--- src/rtl/pwrup_pkg.sv ---
package pwrup_pkg;

   typedef enum logic [2:0] {
      ST_IDLE      = 3'd0,
      ST_PWR_RUN   = 3'd1,
      ST_OSC_RUN   = 3'd2,
      ST_WAIT_CLR  = 3'd3,
      ST_RUN       = 3'd4
   } seq_state_t;

   localparam logic [1:0] OSC_LOWPWR_XTAL = 2'b00;
   localparam logic [1:0] OSC_XTAL        = 2'b01;
   localparam logic [1:0] OSC_HISPD_XTAL  = 2'b10;
   localparam logic [1:0] OSC_RC          = 2'b11;

   // crystal-type sources need the start-up wait, RC does not
   function automatic logic needs_osc_wait(input logic [1:0] mode);
      return (mode != OSC_RC);
   endfunction

endpackage

--- src/rtl/pwrup_stage_timer.sv ---
module pwrup_stage_timer #(
   parameter int unsigned COUNT = 72
) (
   input  logic clk_i,
   input  logic por_i,
   input  logic run_i,
   input  logic tick_i,
   output logic expire_o
);

   localparam int unsigned CW = (COUNT > 1) ? $clog2(COUNT) : 1;

   initial begin
      assert (COUNT >= 1) else $fatal(1, "pwrup_stage_timer: COUNT must be at least 1");
   end

   generate
      if (COUNT == 1) begin : g_single
         // one tick is the whole delay: no storage needed
         assign expire_o = run_i & tick_i;
      end else begin : g_count
         localparam logic [CW-1:0] LAST = CW'(COUNT - 1);
         logic [CW-1:0] cnt_q;

         always_ff @(posedge clk_i or posedge por_i) begin
            if (por_i)
               cnt_q <= '0;
            else if (!run_i)
               cnt_q <= '0;               // cleared whenever the stage is not active
            else if (tick_i)
               cnt_q <= (cnt_q == LAST) ? '0 : cnt_q + 1'b1;
         end

         assign expire_o = run_i & tick_i & (cnt_q == LAST);

         // the count never passes the terminal value
         a_r2_cnt_in_range: assert property (@(posedge clk_i) disable iff (por_i)
            cnt_q <= LAST);

         // without a tick an active stage keeps its count
         a_r4_cnt_holds: assert property (@(posedge clk_i) disable iff (por_i)
            (run_i && !tick_i) |=> (cnt_q == $past(cnt_q)));

         // an idle stage starts from zero next time
         a_r9_cnt_cleared: assert property (@(posedge clk_i) disable iff (por_i)
            !run_i |=> (cnt_q == '0));
      end
   endgenerate

endmodule

--- src/rtl/pwrup_seq_fsm.sv ---
module pwrup_seq_fsm
   import pwrup_pkg::*;
(
   input  logic       clk_i,
   input  logic       por_i,
   input  logic       clr_n_i,
   input  logic       pwr_tmr_en_i,
   input  logic [1:0] osc_mode_i,
   input  logic       wake_i,
   input  logic       pwr_expire_i,
   input  logic       osc_expire_i,
   output logic       pwr_run_o,
   output logic       osc_run_o,
   output logic       pwr_done_o,
   output logic       osc_done_o,
   output logic       core_rst_o
);

   seq_state_t state_q, state_d;
   logic       pwr_done_q, pwr_done_d;
   logic       osc_done_q, osc_done_d;
   logic       xtal_mode;

   assign xtal_mode = needs_osc_wait(osc_mode_i);

   always_comb begin
      state_d    = state_q;
      pwr_done_d = pwr_done_q;
      osc_done_d = osc_done_q;
      unique case (state_q)
         ST_IDLE: begin
            if (pwr_tmr_en_i) begin
               state_d = ST_PWR_RUN;
            end else begin
               pwr_done_d = 1'b1;
               if (xtal_mode) begin
                  state_d = ST_OSC_RUN;
               end else begin
                  osc_done_d = 1'b1;
                  state_d    = ST_WAIT_CLR;
               end
            end
         end
         ST_PWR_RUN: begin
            if (pwr_expire_i) begin
               pwr_done_d = 1'b1;
               if (xtal_mode) begin
                  state_d = ST_OSC_RUN;
               end else begin
                  osc_done_d = 1'b1;
                  state_d    = ST_WAIT_CLR;
               end
            end
         end
         ST_OSC_RUN: begin
            if (osc_expire_i) begin
               osc_done_d = 1'b1;
               state_d    = ST_WAIT_CLR;
            end
         end
         ST_WAIT_CLR: begin
            if (clr_n_i) state_d = ST_RUN;
         end
         ST_RUN: begin
            if (wake_i && xtal_mode) begin
               osc_done_d = 1'b0;
               state_d    = ST_OSC_RUN;
            end
         end
         default: begin
            state_d    = ST_IDLE;
            pwr_done_d = 1'b0;
            osc_done_d = 1'b0;
         end
      endcase
   end

   always_ff @(posedge clk_i or posedge por_i) begin
      if (por_i) begin
         state_q    <= ST_IDLE;
         pwr_done_q <= 1'b0;
         osc_done_q <= 1'b0;
      end else begin
         state_q    <= state_d;
         pwr_done_q <= pwr_done_d;
         osc_done_q <= osc_done_d;
      end
   end

   assign pwr_run_o  = (state_q == ST_PWR_RUN);
   assign osc_run_o  = (state_q == ST_OSC_RUN);
   assign pwr_done_o = pwr_done_q;
   assign osc_done_o = osc_done_q;
   assign core_rst_o = (state_q != ST_RUN) | ~clr_n_i;

   // the oscillator stage never finishes ahead of the supply stage
   a_r4_stage_order: assert property (@(posedge clk_i) disable iff (por_i)
      osc_done_q |-> pwr_done_q);

   // release only with both stages done and clear high
   a_r6_release_needs_all: assert property (@(posedge clk_i) disable iff (por_i)
      !core_rst_o |-> (pwr_done_q && osc_done_q && clr_n_i));

   // in RC mode both flags appear together
   a_r5_rc_same_edge: assert property (@(posedge clk_i) disable iff (por_i)
      ($rose(pwr_done_q) && osc_mode_i == OSC_RC) |-> osc_done_q);

   // a wake in a crystal mode reruns only the oscillator stage
   a_r8_wake_rerun: assert property (@(posedge clk_i) disable iff (por_i)
      (state_q == ST_RUN && wake_i && xtal_mode) |=>
         (state_q == ST_OSC_RUN && !osc_done_q && pwr_done_q));

endmodule

--- src/rtl/pwrup_rst_seq.sv ---
module pwrup_rst_seq #(
   parameter int unsigned PWR_TICKS  = 72,
   parameter int unsigned OSC_CYCLES = 1024
) (
   input  logic       clk_i,
   input  logic       por_i,
   input  logic       clr_n_i,
   input  logic       pwr_tmr_en_i,
   input  logic [1:0] osc_mode_i,
   input  logic       wake_i,
   input  logic       rc_tick_i,
   input  logic       osc_tick_i,
   output logic       core_rst_o,
   output logic       pwr_done_o,
   output logic       osc_done_o
);

   initial begin
      assert (PWR_TICKS >= 1)  else $fatal(1, "pwrup_rst_seq: PWR_TICKS must be at least 1");
      assert (OSC_CYCLES >= 1) else $fatal(1, "pwrup_rst_seq: OSC_CYCLES must be at least 1");
   end

   logic pwr_run, osc_run, pwr_expire, osc_expire;

   pwrup_stage_timer #(.COUNT(PWR_TICKS)) i_pwr_timer (
      .clk_i    (clk_i),
      .por_i    (por_i),
      .run_i    (pwr_run),
      .tick_i   (rc_tick_i),
      .expire_o (pwr_expire)
   );

   pwrup_stage_timer #(.COUNT(OSC_CYCLES)) i_osc_timer (
      .clk_i    (clk_i),
      .por_i    (por_i),
      .run_i    (osc_run),
      .tick_i   (osc_tick_i),
      .expire_o (osc_expire)
   );

   pwrup_seq_fsm i_fsm (
      .clk_i        (clk_i),
      .por_i        (por_i),
      .clr_n_i      (clr_n_i),
      .pwr_tmr_en_i (pwr_tmr_en_i),
      .osc_mode_i   (osc_mode_i),
      .wake_i       (wake_i),
      .pwr_expire_i (pwr_expire),
      .osc_expire_i (osc_expire),
      .pwr_run_o    (pwr_run),
      .osc_run_o    (osc_run),
      .pwr_done_o   (pwr_done_o),
      .osc_done_o   (osc_done_o),
      .core_rst_o   (core_rst_o)
   );

   // power-on holds the core and clears status
   a_r1_por_holds: assert property (@(posedge clk_i)
      por_i |-> (core_rst_o && !pwr_done_o && !osc_done_o));

   // external clear low always means reset
   a_r7_clear_forces: assert property (@(posedge clk_i) disable iff (por_i)
      !clr_n_i |-> core_rst_o);

   // no supply-stage expiry while that stage is idle
   a_r2_expire_in_stage: assert property (@(posedge clk_i) disable iff (por_i)
      pwr_expire |-> !pwr_done_o);

endmodule

--- config.mk ---
export PLATFORM = sky130hd
export DESIGN_NAME = pwrup_rst_seq
export DESIGN_NICKNAME = d
export VERILOG_FILES = /design/src/rtl/pwrup_pkg.sv /design/src/rtl/pwrup_stage_timer.sv /design/src/rtl/pwrup_seq_fsm.sv /design/src/rtl/pwrup_rst_seq.sv
export SDC_FILE = /design/constraint.sdc
export NUM_CORES = 1
export LEC_CHECK = 0
export ABC_AREA = 1
export BUFFER_PORTS_ARGS = -buffer_cell sky130_fd_sc_hd__buf_4
export CAP_MARGIN = 20
export CORE_ASPECT_RATIO = 0.9
export CORE_MARGIN = 1.5
export CORE_UTILIZATION = 58
export CTS_CLUSTER_DIAMETER = 120
export DETAILED_ROUTE_END_ITERATION = 12
export PLACE_DENSITY_LB_ADDON = 0.08
export RECOVER_POWER = 100
export SETUP_SLACK_MARGIN = 0.5
export SLEW_MARGIN = 20
export SYNTH_ARGS = -nofsm -noshare
export SYNTH_HDL_FRONTEND = slang
export SYNTH_SLANG_ARGS = --single-unit
--- constraint.sdc ---
create_clock -name clk_i -period 1.6 [get_ports clk_i]
set_input_delay 0.08 -clock clk_i [delete_from_list [all_inputs] [get_ports clk_i]]
set_output_delay 0.08 -clock clk_i [all_outputs]
set_load 0.005 [all_outputs]
==> run summary <==
Slew Limit Fails -> 0
Register area share after synthesis -> 39.5%
Drt wl/cell -> 15.3 µm
Final Hold Viols -> 0
CTS max path bufs -> 2
GR peak layer -> met2
Global-route wire length before repair -> 5.76 mm
Power Internal -> 1.50 mW
Synth Cell Area -> 1390 µm²
Register share of total power -> 28.6%
Final period util -> 93.0%
H-Tree Depth -> 1
Share of cells above drive strength 1 -> 37.8%
RSZ-0062 raised after global routing -> yes
Grt ovf -> 0
CTS tree -> yes
Endpoint class of the critical path -> flip-flop
Top FF cell, synth -> dfrtp_1
Asr flop ratio synth -> 100%
Num CTS Buffers -> 3
Max-cap violations -> 0
Leak pwr -> 0.936 nW
Flop and latch count out of synthesis -> 22
Clock power frac -> 17.1%
Worst setup path class -> flip-flop to flip-flop
Clock Root Buffer -> clkbuf_4
Post-Route Setup TNS -> 0 ns
Number of synthesized flops with an enable pin -> 0
Largest net degree at the start of global routing -> 21
IO Count -> 12
Worst-Margin Slew -> 0.549 ns
Final WL -> 3.86 mm
Critical path data arrival time -> 1.71 ns
Share of the synthesized area in the top cell type -> 39.5%
Synth Instances -> 186
Via count -> 1400
N_diodes -> 0
Clock Sinks -> 22
GPL Wtd Cong -> 0.894
Synth cell types -> 27
Mapped Avg Cell Area -> 7.49 µm²
M3 GR Usage -> 5.76%
# rows -> 16
Outcome -> finished, final reports clean
TritonRoute pass-1 iters -> 4
Worst setup SP type -> flip-flop
Die Y -> 49.5 µm
Final Util -> 83.8%
GRT met2 Usage -> 45.4%
Initial antenna violation count -> 0
FMAX -> 672 MHz
Finish-stage setup viols -> 0
Required time worst endpoint -> 1.82 ns
Die X -> 54.7 µm
Leading area contributor after synthesis -> dfrtp_1
Hold Crit Class -> primary input to flip-flop
HPWL after DPL -> 2.15 mm
Worst-Skew Late Latency -> 0.32 ns
Sw Pwr -> 1.11 mW
Peak supply drop -> 1.31 mV
PD cells -> 1400 nW/µm²
Final Skew -> 0.00693 ns
Met1 global-route usage -> 39.5%
Port bufs -> 11
Nets -> 237
WHS -> 0.0519 ns
Detail Route Antenna Nets -> 0
Sw frac -> 42.6%
Clock transition at path regs -> 0.14 ns
Gate power share -> 54.3%
Global router's overall resource usage -> 28.6%
Initial Util -> 62.7%
Fill cells -> 129
Via density -> 5.56
CORE AREA -> 2220 µm²
YS warnings -> 0
Vias in the first global route -> 1330
Area Growth Syn to Fin -> 33.8%
Fin crit period -> 1.49 ns
Iter 0 DRT Violations -> 50
CP max FO -> 7
Remaining DRCs -> 0
Top post-synthesis cells by area -> dfrtp_1 40%, nand2_1 13%, inv_1 7.0%
Net count after synthesis -> 197
Die footprint -> 2700 µm²
Slew headroom -> 63.4%
==> synthesized netlist by cell type (2+ instances only) <==
cell	n
inv_2	4
nor2_1	18
o22ai_1	2
a21oi_1	7
nand3_1	9
o21bai_1	2
nand2_2	4
o21ai_0	5
ha_1	2
nor2_2	6
o21ai_1	2
nand2_4	3
xor2_1	5
nand2_1	47
inv_1	26
nand4_1	6
nor3_1	5
nand3_2	2
dfrtp_1	22
xnor2_1	2
==> final cells by class <==
| class | count | area [µm²] | area share, % |
|---|---|---|---|
| clock buffer | 3 | 22.5 | 1.21 |
| clock inverter | 1 | 30.0 | 1.61 |
| inverter | 30 | 113 | 6.04 |
| multi-input combinational | 133 | 837 | 44.9 |
| sequential | 22 | 552 | 29.6 |
| tap | 27 | 33.8 | 1.81 |
| timing repair buffer | 36 | 275 | 14.8 |
==> cells by family (layout without fill, tap and decap cells) <==
logic type,after synthesis,after routing,share of synthesized area [%]
simple gates,104,104,37.0
xor+xnor,7,7,4.40
fa+ha+maj,2,2,1.80
flops,22,22,39.5
buf+inv,31,70,8.89
compound gates,20,20,8.35
==> power by group through the flow <==
| stage | logic [mW] | clock network, mW | registers [mW] |
|---|---|---|---|
| after floorplan | 0.784 | 0 | 0.719 |
| after global placement | 0.959 | 0 | 0.744 |
| after detailed placement | 0.975 | 0 | 0.748 |
| after CTS | 1.27 | 0.444 | 0.735 |
| after global routing | 1.55 | 0.470 | 0.752 |
| final | 1.42 | 0.446 | 0.744 |
==> per-stage QoR <==
stage                     worst slack (ns)  power [mW]  std cells  instance area, µm²
final                                0.112        2.61        252                1860
after global routing                0.0565        2.78        252                1860
after CTS                            0.178        2.44        245                1760
after detailed placement             0.152        1.72        226                1530
after global placement               0.246        1.70        226                1530
after floorplan                      0.320        1.50        186                1400
==> critical path, cell delays in order (launching register included) <==
cell	delay [ns]
dfrtp_1	0.47
clkbuf_1	0.19
nand2_4	0.10
nor2_8	0.17
nand2_4	0.10
a21oi_1	0.29
nor3_4	0.07
==> path summary, 6_finish.rpt <==
| kind | start | end | slack (ns) | cells after the start |
|---|---|---|---|---|
| setup / recovery | i_fsm.state_q[0] | i_pwr_timer.g_count.cnt_q[6] | 0.11 | 6 |
| hold / removal | rc_tick_i | i_pwr_timer.g_count.cnt_q[1] | 0.05 | 3 |
| setup reg to reg | i_fsm.state_q[0] | i_pwr_timer.g_count.cnt_q[6] | 0.11 | 6 |
| hold reg to reg | i_osc_timer.g_count.cnt_q[8] | i_osc_timer.g_count.cnt_q[8] | 0.50 | 1 |
| max in group asynchronous | por_i | i_osc_timer.g_count.cnt_q[2] | 0.72 | 4 |
| min in group asynchronous | por_i | i_pwr_timer.g_count.cnt_q[1] | 0.14 | 3 |
==> layout by cell type, fill, tap and decap left out, drive strengths merged, types with 5 or more instances in the layout <==
cell type / instances
nor3: 6
nand4: 6
o21ai: 7
dfrtp: 22
xor2: 5
buf: 26
nand2: 54
clkbuf: 12
nand3: 11
nor2: 26
inv: 30
a21oi: 7
==> per-layer routing <==
layer,wire length [µm],vias up
met3,182,10
met4,65,0
met5,0,-
met1,1610,672
met2,2000,52
li1,-,666
==> sequential cells by signal, indices dropped and copies added (netlist names) <==
register,cells
i_osc_timer.g_count.cnt_q,10
i_pwr_timer.g_count.cnt_q,7
i_fsm.state_q,3
i_fsm.osc_done_o,1
i_fsm.pwr_done_o,1
==> what timing repair did <==
action / CTS / global route
hold buffers: 1 / 0
resized for setup: 14 / 24
buffers inserted: 14 / 7
endpoints found under the setup margin: 21 / 23
pin swaps: 11 / 17
endpoints found under the hold margin: 22 / 0
Note: power is estimated with default switching activity, not from simulation.
